===== src/rtl/a429_rx_pkg.sv =====
package a429_rx_pkg;
  typedef enum logic [1:0] {
    ST_GAP   = 2'd0,
    ST_ARMED = 2'd1,
    ST_WORD  = 2'd2
  } rx_state_e;

  localparam int unsigned NUM_LVL = 3;
  localparam int unsigned LVL_ONE  = 0;
  localparam int unsigned LVL_ZERO = 1;
  localparam int unsigned LVL_NULL = 2;
endpackage


===== src/rtl/a429_rx_strobe.sv =====
module a429_rx_strobe #(
  parameter int unsigned HS_DIV = 10,
  parameter int unsigned LS_DIV = 80
) (
  input  logic clk_i,
  input  logic rst_ni,
  input  logic low_speed_i,
  output logic stb_o
);
  localparam int unsigned MAX_DIV = (LS_DIV > HS_DIV) ? LS_DIV : HS_DIV;
  localparam int unsigned CW = (MAX_DIV > 2) ? $clog2(MAX_DIV) : 1;
  localparam logic [CW-1:0] HS_LIM = CW'(HS_DIV - 1);
  localparam logic [CW-1:0] LS_LIM = CW'(LS_DIV - 1);

  logic [CW-1:0] cnt_q;
  logic [CW-1:0] lim;

  assign lim   = low_speed_i ? LS_LIM : HS_LIM;
  assign stb_o = (cnt_q >= lim);

  always_ff @(posedge clk_i or negedge rst_ni) begin
    if (!rst_ni) cnt_q <= '0;
    else if (stb_o) cnt_q <= '0;
    else cnt_q <= cnt_q + 1'b1;
  end
endmodule


===== src/rtl/a429_rx_level_sr.sv =====
module a429_rx_level_sr #(
  parameter int unsigned LEN = 10
) (
  input  logic           clk_i,
  input  logic           rst_ni,
  input  logic           stb_i,
  input  logic           lvl_i,
  output logic [LEN-1:0] sr_o
);
  // newest sample at bit 0, oldest at the top
  always_ff @(posedge clk_i or negedge rst_ni) begin
    if (!rst_ni) sr_o <= '0;
    else if (stb_i) sr_o <= {sr_o[LEN-2:0], lvl_i};
  end
endmodule


===== src/rtl/a429_rx_gap_timer.sv =====
module a429_rx_gap_timer #(
  parameter int unsigned SPB    = 10,
  parameter int unsigned CHECKS = 3
) (
  input  logic clk_i,
  input  logic rst_ni,
  input  logic en_i,
  input  logic clr_i,
  input  logic quiet_i,
  output logic armed_o
);
  localparam int unsigned PW = (SPB > 2) ? $clog2(SPB) : 1;
  localparam int unsigned KW = $clog2(CHECKS + 1);
  localparam logic [PW-1:0] PH_LAST = PW'(SPB - 1);
  localparam logic [KW-1:0] K_DONE  = KW'(CHECKS);

  logic [PW-1:0] ph_q;
  logic [KW-1:0] k_q;

  assign armed_o = (k_q == K_DONE);

  always_ff @(posedge clk_i or negedge rst_ni) begin
    if (!rst_ni) begin
      ph_q <= '0;
      k_q  <= '0;
    end else if (clr_i) begin
      ph_q <= '0;
      k_q  <= '0;
    end else if (en_i) begin
      if (ph_q == PH_LAST) begin
        ph_q <= '0;
        if (!quiet_i) k_q <= '0;
        else if (!armed_o) k_q <= k_q + 1'b1;
      end else begin
        ph_q <= ph_q + 1'b1;
      end
    end
  end
endmodule


===== src/rtl/a429_rx_validator.sv =====
module a429_rx_validator
  import a429_rx_pkg::*;
#(
  parameter int unsigned HS_DIV     = 10,
  parameter int unsigned LS_DIV     = 80,
  parameter int unsigned SPB        = 10,
  parameter int unsigned RUN        = 3,
  parameter int unsigned MIN_SP     = 8,
  parameter int unsigned MAX_SP     = 12,
  parameter int unsigned GAP_CHECKS = 3,
  parameter int unsigned WORD_BITS  = 32
) (
  input  logic                 clk_i,
  input  logic                 rst_ni,
  input  logic                 low_speed_i,
  input  logic                 lvl_one_i,
  input  logic                 lvl_zero_i,
  input  logic                 lvl_null_i,
  output logic                 eos_o,
  output logic [WORD_BITS-1:0] word_o
);
  localparam int unsigned SP_W = $clog2(MAX_SP + 2);
  localparam int unsigned BC_W = $clog2(WORD_BITS);
  localparam logic [SP_W-1:0] SP_MIN = SP_W'(MIN_SP);
  localparam logic [SP_W-1:0] SP_MAX = SP_W'(MAX_SP);
  localparam logic [SP_W-1:0] SP_BIT = SP_W'(SPB);
  localparam logic [SP_W-1:0] SP_SAT = SP_W'(MAX_SP + 1);
  localparam logic [BC_W-1:0] BC_LAST = BC_W'(WORD_BITS - 1);

  logic sample_stb;
  logic eval_q;

  a429_rx_strobe #(.HS_DIV(HS_DIV), .LS_DIV(LS_DIV)) u_stb (
    .clk_i      (clk_i),
    .rst_ni     (rst_ni),
    .low_speed_i(low_speed_i),
    .stb_o      (sample_stb)
  );

  logic [NUM_LVL-1:0] lvl_in;
  logic [SPB-1:0]     hist [NUM_LVL];
  assign lvl_in = {lvl_null_i, lvl_zero_i, lvl_one_i};

  for (genvar g = 0; g < NUM_LVL; g++) begin : g_hist
    a429_rx_level_sr #(.LEN(SPB)) u_sr (
      .clk_i (clk_i),
      .rst_ni(rst_ni),
      .stb_i (sample_stb),
      .lvl_i (lvl_in[g]),
      .sr_o  (hist[g])
    );
  end

  logic [SPB-1:0] one_sr, zero_sr, null_sr;
  assign one_sr  = hist[LVL_ONE];
  assign zero_sr = hist[LVL_ZERO];
  assign null_sr = hist[LVL_NULL];

  // decode of the sample histories
  logic one_ev, zero_ev, bit_ev, bit_val, null_ok, quiet, conflict;
  assign one_ev   = (&one_sr[RUN-1:0])  && !one_sr[RUN];
  assign zero_ev  = (&zero_sr[RUN-1:0]) && !zero_sr[RUN];
  assign bit_ev   = one_ev | zero_ev;
  assign bit_val  = one_ev;
  assign null_ok  = &null_sr[RUN-1:0];
  assign quiet    = (&null_sr) && !(|(one_sr | zero_sr));
  assign conflict = one_sr[0] & zero_sr[0];

  rx_state_e            state_q;
  logic [BC_W-1:0]      bit_cnt_q;
  logic [SP_W-1:0]      sp_q;
  logic                 nul_seen_q;
  logic [WORD_BITS-2:0] shreg_q;
  logic [WORD_BITS-1:0] word_q;
  logic                 eos_q;

  logic [SP_W-1:0] sp_n;
  logic            nul_n, bit_bad, timeout;
  assign sp_n    = (sp_q == SP_SAT) ? sp_q : sp_q + 1'b1;
  assign nul_n   = nul_seen_q | null_ok;
  assign bit_bad = bit_ev && !(nul_seen_q && (sp_n >= SP_MIN) && (sp_n <= SP_MAX));
  assign timeout = !bit_ev && ((sp_n > SP_MAX) || ((sp_n >= SP_BIT) && !nul_n));

  logic gap_en, gap_clr, armed;
  assign gap_en  = eval_q && (state_q == ST_GAP);
  assign gap_clr = (state_q != ST_GAP) || (eval_q && (bit_ev || conflict));

  a429_rx_gap_timer #(.SPB(SPB), .CHECKS(GAP_CHECKS)) u_gap (
    .clk_i  (clk_i),
    .rst_ni (rst_ni),
    .en_i   (gap_en),
    .clr_i  (gap_clr),
    .quiet_i(quiet),
    .armed_o(armed)
  );

  always_ff @(posedge clk_i or negedge rst_ni) begin
    if (!rst_ni) begin
      state_q    <= ST_GAP;
      bit_cnt_q  <= '0;
      sp_q       <= '0;
      nul_seen_q <= 1'b0;
      shreg_q    <= '0;
      word_q     <= '0;
      eos_q      <= 1'b0;
      eval_q     <= 1'b0;
    end else begin
      eval_q <= sample_stb;
      eos_q  <= 1'b0;
      if (eval_q) begin
        unique case (state_q)
          ST_GAP: begin
            if (armed) state_q <= ST_ARMED;
          end
          ST_ARMED: begin
            if (conflict) begin
              state_q <= ST_GAP;
            end else if (bit_ev) begin
              state_q    <= ST_WORD;
              shreg_q    <= {bit_val, shreg_q[WORD_BITS-2:1]};
              bit_cnt_q  <= BC_W'(1);
              sp_q       <= '0;
              nul_seen_q <= 1'b0;
            end
          end
          ST_WORD: begin
            if (conflict || bit_bad || timeout) begin
              state_q   <= ST_GAP;
              bit_cnt_q <= '0;
              sp_q      <= '0;
            end else if (bit_ev) begin
              sp_q       <= '0;
              nul_seen_q <= 1'b0;
              if (bit_cnt_q == BC_LAST) begin
                word_q    <= {bit_val, shreg_q};
                eos_q     <= 1'b1;
                state_q   <= ST_GAP;
                bit_cnt_q <= '0;
              end else begin
                shreg_q   <= {bit_val, shreg_q[WORD_BITS-2:1]};
                bit_cnt_q <= bit_cnt_q + 1'b1;
              end
            end else begin
              sp_q       <= sp_n;
              nul_seen_q <= nul_n;
            end
          end
          default: state_q <= ST_GAP;
        endcase
      end
    end
  end

  assign eos_o  = eos_q;
  assign word_o = word_q;
endmodule


===== config.mk =====
export PLATFORM = sky130hd
export DESIGN_NAME = a429_rx_validator
export DESIGN_NICKNAME = d
export VERILOG_FILES = /design/src/rtl/a429_rx_pkg.sv /design/src/rtl/a429_rx_strobe.sv /design/src/rtl/a429_rx_level_sr.sv /design/src/rtl/a429_rx_gap_timer.sv /design/src/rtl/a429_rx_validator.sv
export SDC_FILE = /design/constraint.sdc
export NUM_CORES = 1
export LEC_CHECK = 0
export CAP_MARGIN = 0
export CORE_MARGIN = 5
export CORE_UTILIZATION = 45
export CTS_CLUSTER_SIZE = 25
export DETAILED_ROUTE_END_ITERATION = 10
export PLACE_DENSITY = 0.7
export SETUP_SLACK_MARGIN = 0.3
export SLEW_MARGIN = 20
export SYNTH_ARGS = -nofsm -noshare
export SYNTH_HDL_FRONTEND = slang
export SYNTH_HIERARCHICAL = 1
export SYNTH_SLANG_ARGS = --single-unit

===== constraint.sdc =====
create_clock -name clk_i -period 2.2 [get_ports clk_i]
set_input_delay 0.33 -clock clk_i [delete_from_list [all_inputs] [get_ports clk_i]]
set_output_delay 0.33 -clock clk_i [all_outputs]
set_load 0.03 [all_outputs]

Word-level counts from Yosys, hierarchy flattened
Index checks and enable logic that the tools add are counted.
{"block": "op_classes", "order_cmp": 5, "n_bitwise": 5, "n_eq_ne": 16, "reduce_logical": 38, "add_sub_neg": 5, "muxes": 45}
{"op": "$mux 31", "n": 5}
{"op": "$pmux 31 s2", "n": 1}
{"op": "$mux 4", "n": 8}
{"op": "$mux 5", "n": 5}
{"op": "$mux 2", "n": 11}
{"op": "$reduce_and 5->1", "n": 4}
{"op": "$mux 7", "n": 2}
{"op": "$ne 2x2->1 const B", "n": 6}
{"op": "$ne 3x3->1 const B", "n": 4}
{"op": "$reduce_and 3->1", "n": 4}
{"op": "$logic_and 1x1->1", "n": 10}
{"op": "$or 10x10->10", "n": 1}
{"op": "$pmux 5 s2", "n": 1}
{"op": "$reduce_and 10->1", "n": 1}
{"op": "$reduce_or 10->1", "n": 1}
{"op": "$mux 1", "n": 9}
{"op": "$add 4x1->4 const B", "n": 2}
{"op": "$eq 4x4->1 const B", "n": 2}
{"op": "$ge 4x4->1 const B", "n": 2}
{"op": "$pmux 4 s2", "n": 1}
{"op": "$reduce_bool 2->1", "n": 4}
{"op": "$add 7x1->7 const B", "n": 1}
{"op": "$ge 7x7->1", "n": 1}
{"op": "$reduce_and 7->1", "n": 1}
{"op": "other kinds (16)", "n": 27}
{"block": "word_totals", "wordCells": 128, "out_inout_bits": 33, "regBits": 120, "in_bits": 6}

Longest topological paths before layout
Gate-level depths: netlist (run 1).
{"block": "depth", "depth_word": 12, "mapped_depth": 9, "ltp_nobuf": 7}

By module
Netlist (run 1), hierarchy kept.
{"module": "a429_rx_validator", "cells_per_inst": 257, "n_inst": 1, "area_each_um2": 3555.9, "seq_area_each_um2": 1926.8}
{"module": "a429_rx_level_sr", "cells_per_inst": 21, "n_inst": 3, "area_each_um2": 411.6, "seq_area_each_um2": 250.2}
{"module": "a429_rx_strobe", "cells_per_inst": 42, "n_inst": 1, "area_each_um2": 424.2, "seq_area_each_um2": 175.2}
{"module": "a429_rx_gap_timer", "cells_per_inst": 36, "n_inst": 1, "area_each_um2": 357.8, "seq_area_each_um2": 150.1}

Least setup slack after synthesis (run 1)
No wires, ideal clock.
{"block": "synth_timing", "kind": "register -> register", "from": "register sp_q[0]", "to": "register word_q[0] (netlist: word_o[0])", "setup_time_ns": 0.125, "path_buffers": 2, "required_time_ns": 2.075, "arrival_ns": 2.064, "period_less_slack_ns": 2.189, "setup_slack_ns": 0.011, "stages_incl_launch_ff": 9, "cell_sequence": "dfrtp_1 > ha_1 > and2_1 > a21o_1 > a211o_2 > buf_6 > nand4_4 > buf_12 > mux2_4"}
{"block": "synth_between", "elab_chain_len": 11, "elab_cells_between_ends": 18, "cone_classes": "add/sub (1); order compare (4); eq/ne (1); mux (1); bitwise (1); reduce/logical (10)"}
{"element": "start: declaration", "line_no": "a429_rx_validator.sv:71", "rtl": "logic [SP_W-1:0] sp_q;"}
{"element": "start signal: assignment", "line_no": "a429_rx_validator.sv:144", "rtl": "sp_q <= sp_n;"}
{"element": "$add 4x1->4 / $eq 4x4->1 (equally long branches)", "line_no": "a429_rx_validator.sv:79", "rtl": "assign sp_n = (sp_q == SP_SAT) ? sp_q : sp_q + 1'b1;"}
{"element": "$mux 4 *", "line_no": "a429_rx_validator.sv:79"}
{"element": "$ge 4x4->1", "line_no": "a429_rx_validator.sv:81", "rtl": "assign bit_bad = bit_ev && !(nul_seen_q && (sp_n >= SP_MIN) && (sp_n <= SP_MAX));"}
{"element": "$logic_and 1x1->1 (2 in a row)", "line_no": "a429_rx_validator.sv:81"}
{"element": "$logic_not 1->1", "line_no": "a429_rx_validator.sv:81"}
{"element": "$logic_and 1x1->1", "line_no": "a429_rx_validator.sv:81"}
{"element": "$logic_or 1x1->1", "line_no": "a429_rx_validator.sv:127", "rtl": "if (conflict || bit_bad || timeout) begin"}
{"element": "$logic_or 1x1->1 *", "line_no": "a429_rx_validator.sv:127"}
{"element": "$not 1->1 (no line) *"}
{"element": "$reduce_and 5->1 (no line) *"}
{"element": "end signal: assignment", "line_no": "a429_rx_validator.sv:135", "rtl": "word_q <= {bit_val, shreg_q};"}
{"element": "end: declaration", "line_no": "a429_rx_validator.sv:74", "rtl": "logic [WORD_BITS-1:0] word_q;"}
Mark *: on every way between the ends. The rest lies on a longest branch, timed or not.
A chain may end at the register's enable or synchronous reset.

Worst setup path in the final report (run 1)
{"block": "layout_timing", "from": "register sp_q[0]", "to": "register shreg_q[0]"}
{"block": "layout_between", "elab_chain_len": 11, "elab_cells_between_ends": 18, "cone_classes": "add/sub (1); order compare (4); eq/ne (2); mux (1); reduce/logical (10)"}
{"element": "$add 4x1->4 / $eq 4x4->1 (equally long branches)", "line_no": "a429_rx_validator.sv:79"}
{"element": "$mux 4 *", "line_no": "a429_rx_validator.sv:79"}
{"element": "$ge 4x4->1", "line_no": "a429_rx_validator.sv:81"}
{"element": "$logic_and 1x1->1 (2 in a row)", "line_no": "a429_rx_validator.sv:81"}
{"element": "$logic_not 1->1", "line_no": "a429_rx_validator.sv:81"}
{"element": "$logic_and 1x1->1", "line_no": "a429_rx_validator.sv:81"}
{"element": "$logic_or 1x1->1", "line_no": "a429_rx_validator.sv:127"}
{"element": "$logic_or 1x1->1 *", "line_no": "a429_rx_validator.sv:127"}
{"element": "$ne 2x2->1 (no line) *"}
{"element": "$reduce_and 7->1 (no line) *"}
{"element": "end signal: assignment", "line_no": "a429_rx_validator.sv:120", "rtl": "shreg_q <= {bit_val, shreg_q[WORD_BITS-2:1]};"}
{"element": "end signal: assignment", "line_no": "a429_rx_validator.sv:140", "rtl": "shreg_q <= {bit_val, shreg_q[WORD_BITS-2:1]};"}
{"element": "end: declaration", "line_no": "a429_rx_validator.sv:73", "rtl": "logic [WORD_BITS-2:0] shreg_q;"}
Marks and branches as above.

==> results of run 1 <==
power groups by stage:
stage | clock (µW) | sequential, µW | combinational, µW
after CTS | 2710 | 3000 | 1540
after floorplan | 0 | 2860 | 1130
final | 2670 | 3010 | 1680
after global placement | 0 | 2980 | 1360
after global routing | 2820 | 3070 | 1790
after detailed placement | 0 | 2990 | 1440
cells by family (layout without fill, tap and decap cells):
family                   Yosys count  after routing  synth area share
flip-flops                       120            120             0.539
XOR/XNOR                           2              2           0.00314
adder cells (fa/ha/maj)           11             11            0.0247
buffers and inverters             24            122            0.0323
AND/OR/NAND/NOR                   88             88            0.0932
multiplexers                      93             93             0.228
AO/OA/AOI/OAI                     60             60            0.0795
cells in the mapped netlist, drive strengths merged (2+ instances only):
cell,n,area [µm²]
a21boi,2,15.0
a31oi,9,62.6
o21ai,13,68.8
nor2,12,45.0
nor4,6,37.5
a22o,3,26.3
nand4b,6,52.6
buf,11,131
nand3b,4,30.0
o211ai,2,20.0
a211oi,3,27.5
inv,11,41.3
a32o,2,20.0
mux2,93,1270
clkbuf,2,7.51
or3,3,18.8
nor2b,2,12.5
and4b,5,52.6
nand2,24,90.1
nor3,4,25.0
a21o,3,23.8
and2,4,25.0
and3,4,25.0
o22ai,3,18.8
nand2b,3,18.8
nand3,7,40.0
nand4,2,27.5
ha,11,138
dfrtp,120,3000
a21oi,10,53.8
worst reg2reg max path, cell delays in order, from the launching register on:
cell	delay, ps
dfrtp_2	440
ha_2	200
and2_4	160
a21o_1	170
a211o_4	370
a31oi_4	170
buf_12	220
mux2_1	380
path summary, 6_finish.rpt:
kind / endpoint / from / cells past startpoint
worst max-delay path: shreg_q[0] / sp_q[0] / 7
worst min-delay path: word_o[25] / rst_ni / 2
worst max register to register: shreg_q[0] / sp_q[0] / 7
worst min register to register: bit_cnt_q[4] / bit_cnt_q[4] / 1
max in group asynchronous: shreg_q[12] / rst_ni / 3
min in group clk_i: bit_cnt_q[4] / bit_cnt_q[4] / 1
timing repair:
action,in CTS,in global routing
gates resized for setup,29,30
pin swaps,8,7
hold buffers,1,0
setup endpoints to repair,79,103
endpoints found under the hold margin,28,0
setup buffers,5,7
cloned,5,1
placed cells by master (no fill, tap or decap), types with 5 or more instances in the layout:
| master | Yosys | final |
|---|---|---|
| ha_1 | 11 | 6 |
| a31oi_1 | 8 | 5 |
| dfrtp_2 | 0 | 7 |
| buf_6 | 4 | 6 |
| a21oi_1 | 9 | 9 |
| nand3_1 | 6 | 5 |
| mux2_4 | 60 | 62 |
| inv_1 | 10 | 8 |
| buf_4 | 3 | 21 |
| o21ai_0 | 11 | 7 |
| nor2_1 | 12 | 10 |
| buf_12 | 3 | 7 |
| mux2_1 | 31 | 31 |
| nand4b_1 | 6 | 6 |
| dfrtp_1 | 120 | 113 |
| nand2_1 | 24 | 24 |
| buf_16 | 0 | 5 |
| clkbuf_16 | 0 | 18 |
| clkdlybuf4s50_1 | 0 | 37 |
per-layer routing:
metal	part of all wire	vias to the layer above	wire, µm	global-route usage
li1	-	1649	-	-
met3	0.040	21	460	0.0452
met5	0	-	0	0
met1	0.43	1787	4930	0.192
met2	0.51	70	5790	0.272
met4	0.020	0	223	0.0581
flip-flops by register name, summed over array words and instances, names as in the netlist, 2 cells and up:
signal,count
bit_cnt_q,5
g_hist.u_sr/sr_o,30
shreg_q,31
sp_q,4
state_q,2
u_gap/k_q,2
u_gap/ph_q,4
u_stb/cnt_q,7
word_o,32
cell type report:
class                      count  area, µm²
sequential                   120       3010
clock inverter                12        116
timing repair buffer          79        923
multi-input combinational    254       2610
fill                         911       4680
clock buffer                  20        467
tap                          168        210
inverter                      11       41.3
per-stage QoR:
step | area (µm²) | std cells
floorplan | 5590 | 398
global placement | 6270 | 613
detailed placement | 6270 | 613
CTS | 7150 | 656
global route | 7380 | 664
finish | 7380 | 664
==> metrics.md, run 1 <==
| Metric | Value |
|---|---|
| # port buffers | `38` |
| Fmax | `about 450 MHz` |
| Drt pass-1 iters | `4` |
| Fin util | `0.612` |
| Endpoints failing setup | `28` |
| Flop-to-flop setup slack | `-30 ps` |
| Crit path time final | `2230 ps` |
| Leak pwr | `0.00349 µW` |
| Bufs and invs on worst path | `1` |
| CTS sink count | `120` |
| Worst Skew | `13.4 ps` |
| Chip Width | `around 120 µm` |
| Synth-to-Final Area Change | `32.4%` |
| CP delay by family, top | `compound AO/OA/AOI/OAI gates` |
| Vias/cell | `5.31` |
| Antenna-violating nets left | `0` |
| Sequence of cells on the critical path | `ha_2, and2_4, a21o_1, a211o_4, a31oi_4, buf_12, mux2_1` |
| Io pins | `39` |
| Largest net degree at the start of global routing | `between 40 and 50` |
| CP Launch Type | `flop` |
| Post-Syn Area | `~5600 µm²` |
| Clock network fraction of total power | `0.362` |
| Failing checks | `setup timing` |
| Slew HR | `0.650` |
| Synth cell types | `61` |
| Max-slew violations | `0` |
| Seq pwr share | `0.410` |
| Switching power | `2090 µW` |
| Crit path max-delay cell type | `dfrtp_2` |
| Final wirelength | `11400 µm` |
| Hold crit path type | `input port to async pin` |
| PwrDens | `997 nW/µm²` |
| Sw frac | `0.285` |
| Clock-pin transition on the worst setup and hold timing paths | `60 ps` |
| WS Path Type | `flop to flop` |
| Die Footprint | `roughly 15000 µm²` |
| Synthesis-stage register bit count | `120` |
| Status | `finished, violations left` |
| CP endpoint kind | `flop` |
| Floorplan die height | `~120 µm` |
| VDD IR-drop max | `0.691 mV` |
| DP HPWL | `7040 µm` |
| Total Power | `7360 µW` |
| Worst setup margin | `-29.6 ps` |
| Crit path largest cell delay | `440 ps` |
| Worst path required time | `2490 ps` |
| Vias in the first global route | `around 3700` |
| Number of remaining DRC errors | `0` |
| WHS | `407 ps` |
| Clock Latency Late Sink | `410 ps` |
| Detailed-route via count | `between 3000 and 4000` |
| Post-synth EDFFs | `0` |
| RD Place Congestion | `0.812` |
| Nets | `500` |
| Comb pwr share | `0.228` |
| Layout cells sized above 1 | `0.369` |
| Ant diodes | `0` |
| Final hold viol count | `0` |
| CP Max Fanout | `31` |
| Post-Syn Area per Cell | `14.0 µm²` |
| CTS tree | `done` |
| Power Internal | `5260 µW` |
| Register area share after synthesis | `0.539` |
| Global-route wire length before repair | `18500 µm` |
| Syn Nets | `around 420` |
| Total GRT Usage | `0.159` |
| Synth warnings | `6` |
| Max H-tree Level | `4` |
| Root buffer cell | `clkbuf_16` |
| Setup_tns | `-302 ps` |
| Initial antenna violation count | `0` |
| Critical path arrival | `2520 ps` |
| Core area | `12100 µm²` |
| Unrepaired setup endpoints after global routing | `yes` |
| Fin crit share | `1.01` |
| Initial core utilization | `0.462` |
| Max_cap viols | `0` |
| 1st-iter DRT viols | `235` |
| Grt ovf | `0` |
| Pre-CTS worst setup slack | `-134 ps` |
| Rows | `40` |
| FFs w/ async S/R, synth | `1.00` |
| Cells after synthesis | `398` |
| Most used DFF post-synth | `dfrtp_1` |
| Drt wl/cell | `17.2 µm` |
| Worst-Margin Slew | `523 ps` |
| Bufs on Longest Clock Path | `2` |
| CTS Buf Count | `17` |
No activity file was read; power rests on OpenSTA's default activity.
==> inputs of run 2 (changes only) <==
--- a/config.mk
+++ b/config.mk
@@ -6,6 +6,7 @@
 export NUM_CORES = 1
 export LEC_CHECK = 0
 export CAP_MARGIN = 0
+export CORE_ASPECT_RATIO = 1.75
 export CORE_MARGIN = 5
 export CORE_UTILIZATION = 45
 export CTS_CLUSTER_SIZE = 25
@@ -15,5 +16,4 @@
 export SLEW_MARGIN = 20
 export SYNTH_ARGS = -nofsm -noshare
 export SYNTH_HDL_FRONTEND = slang
-export SYNTH_HIERARCHICAL = 1
 export SYNTH_SLANG_ARGS = --single-unit
==> run 2 against run 1 <==
Effect of this change: the run still ends with setup timing left; utilization increased by 2.2 points; via count grew 0.74%; first-iteration DRC count shrank 42%; flip-flop and latch count unchanged; clock power grew 6%; non-clock buffer count grew 15; highest routed layer unchanged.
==> metrics.md, run 2 <==
| Metric | Value |
|---|---|
| Status | `finished, violations left` |
| Failing checks | `setup timing` |
| Fin util | `0.634` |
| Root buffer cell | `clkbuf_16` |
| Unrepaired setup endpoints after global routing | `yes` |
| Critical path arrival | `2580 ps` |
| Total GRT Usage | `0.172` |
| Post-synth EDFFs | `0` |
| Cell Count, Final, Fillers Out | `626` |
| CTS Buf Count | `17` |
| Final wirelength | `11700 µm` |
| Syn Nets | `392` |
| CP endpoint kind | `flop` |
| CP Launch Type | `flop` |
| Fillers | `807` |
| VDD IR-drop max | `around 0.71 mV` |
| Worst setup margin | `-87.2 ps` |
| Synth warnings | `0` |
| Switching power | `about 2500 µW` |
| CP Max Fanout | `5` |
| Crit path time final | `2290 ps` |
| Worst path required time | `~2500 ps` |
| Max H-tree Level | `4` |
| Register area share after synthesis | `0.565` |
| CTS sink count | `120` |
| Fin crit share | `1.04` |
| Max-slew violations | `0` |
| Area of the multi-input gates | `approximately 2500 µm²` |
| Max reg flops | `32` |
| Vias/cell | `around 5.7` |
| Most frequent cells in the layout | `dfrtp_1 (118), mux2_4 (55), mux2_2 (38)` |
| Bufs on Longest Clock Path | `2` |
| 1st-iter DRT viols | `137` |
| Antenna-violating nets left | `0` |
| Most used DFF post-synth | `dfrtp_1` |
| Nets | `495` |
| Fmax | `~440 MHz` |
| Vias in the first global route | `3767` |
| Synthesis-stage register bit count | `120` |
| Floorplan die height | `about 150 µm` |
| Post-Syn Area | `5320 µm²` |
| Power Internal | `5890 µW` |
| Seq pwr share | `0.353` |
| Drt wl/cell | `18.7 µm` |
| WS Path Type | `flop to flop` |
| # port buffers | `38` |
| Detailed-route via count | `roughly 3600` |
| Leak pwr | `0.00344 µW` |
| FFs w/ async S/R, synth | `1.00` |
| Endpoints failing setup | `51` |
| Top cells by count, synth | `dfrtp_1 (120), mux2_2 (64), mux2_4 (29), nor2_1 (14), nand2_1 (12)` |
| Initial antenna violation count | `0` |
| Final hold viol count | `0` |
| Max_cap viols | `0` |
| Rows | `52` |
| Chip Width | `92.2 µm` |
| Most common cell after layout, fill and taps aside | `dfrtp_1` |
| Layout cells sized above 1 | `0.438` |
| Synth top area cells | `dfrtp_1 (56%), mux2_2 (14%), mux2_4 (8.2%)` |
| Ant diodes | `0` |
| Worst-Margin Slew | `approximately 460 ps` |
| Sw frac | `0.302` |
| Cells after synthesis | `375` |
| Die Footprint | `between 10000 and 15000 µm²` |
| Worst Skew | `just under 9 ps` |
| WHS | `386 ps` |
| Clock network fraction of total power | `0.335` |
| Clock Latency Late Sink | `410 ps` |
| CTS tree | `done` |
| Drt pass-1 iters | `5` |
| Largest area contributor in the netlist | `dfrtp_1` |
| Global-route wire length before repair | `19100 µm` |
| Setup_tns | `-2070 ps` |
| Initial core utilization | `0.459` |
| Clock-pin transition on the worst setup and hold timing paths | `~60 ps` |
| Reg2Reg Depth | `8` |
| Placed instance area | `6220 µm²` |
| Synth-to-Final Area Change | `38.1%` |
| Reg area | `~3000 µm²` |
| DP HPWL | `7000 µm` |
| Synth cell types | `55` |
| RD Place Congestion | `0.852` |
| Hold crit path type | `input port to async pin` |
| Comb pwr share | `0.312` |
| Grt ovf | `0` |
| Io pins | `39` |
| Largest net degree at the start of global routing | `67` |
| Count leader, synth | `dfrtp_1` |
| Placed Instances | `573` |
| Core area | `11600 µm²` |
| Design area | `7340 µm²` |
| Number of remaining DRC errors | `0` |
| Yosys top cell area share | `0.565` |
| Post-Syn Area per Cell | `14.2 µm²` |
| Slew HR | `0.693` |
| PwrDens | `1150 nW/µm²` |
run 2: power by group through the flow:
stage	Clock [µW]	Sequential, µW	Combinational, µW
after floorplan	0	2890	1370
after CTS	2880	2950	2350
final	2830	2980	2630
after global placement	0	2950	1930
after global routing	2980	3020	2820
after detailed placement	0	2970	2010
run 2: layout make-up:
| class | count | area share |
|---|---|---|
| Sequential cell | 120 | 0.409 |
| Multi-Input combinational cell | 237 | 0.340 |
| Timing Repair Buffer | 94 | 0.140 |
| Clock buffer | 21 | 0.0627 |
| Tap cell | 135 | 0.0230 |
| Clock inverter | 11 | 0.0199 |
| Inverter | 8 | 0.00511 |
run 2: cells by family after synthesis:
logic type / after synthesis / share of synthesized area
and+or+nand+nor: 78 / 0.0930
muxes: 96 / 0.223
DFF: 120 / 0.565
xor gates and xnor gates: 5 / 0.00824
buffers and inverters: 18 / 0.0181
AOI/OAI and AO/OA: 47 / 0.0666
adders and majority gates: 11 / 0.0259
run 2: what timing repair did:
item | 4_1_cts | 5_1_grt
buffers inserted | 11 | 3
hold endpoints to repair | 27 | 0
pin swaps | 13 | 7
hold buffers | 1 | 0
setup endpoints to repair | 112 | 113
gates cloned | 4 | 2
gates resized for setup | 38 | 25
run 2: worst paths after layout:
path                                start              to  slack (ps)
min in group clk_i         u_stb.cnt_q[0]  u_stb.cnt_q[0]         510
hold / removal                     rst_ni      word_o[10]         390
hold reg to reg            u_stb.cnt_q[0]  u_stb.cnt_q[0]         510
setup reg to reg                  sp_q[0]       word_o[5]         -90
setup / recovery                  sp_q[0]       word_o[5]         -90
max in group asynchronous          rst_ni         sp_q[0]        1130
run 2: stage by stage:
| step | power [µW] | setup slack, ps |
|---|---|---|
| final | 8440 | -87.2 |
| after global routing | 8820 | -168 |
| after CTS | 8180 | 6.11 |
| after detailed placement | 4980 | -392 |
| after global placement | 4880 | -346 |
| after floorplan | 4260 | 98.5 |
run 2: critical path, cell delays in order, from the launching register on:
cell,delay [ps]
dfrtp_2,440
buf_6,130
and3_1,200
a222oi_1,460
nand2b_4,250
nor4_4,60
buf_6,180
buf_12,150
mux2_4,300
run 2: layer usage:
metal	vias up	global-route usage	wire [µm]
li1	1603	-	-
met3	29	0.0460	464
met2	98	0.311	6550
met5	-	0	0
met4	0	0.0751	317
met1	1823	0.186	4360
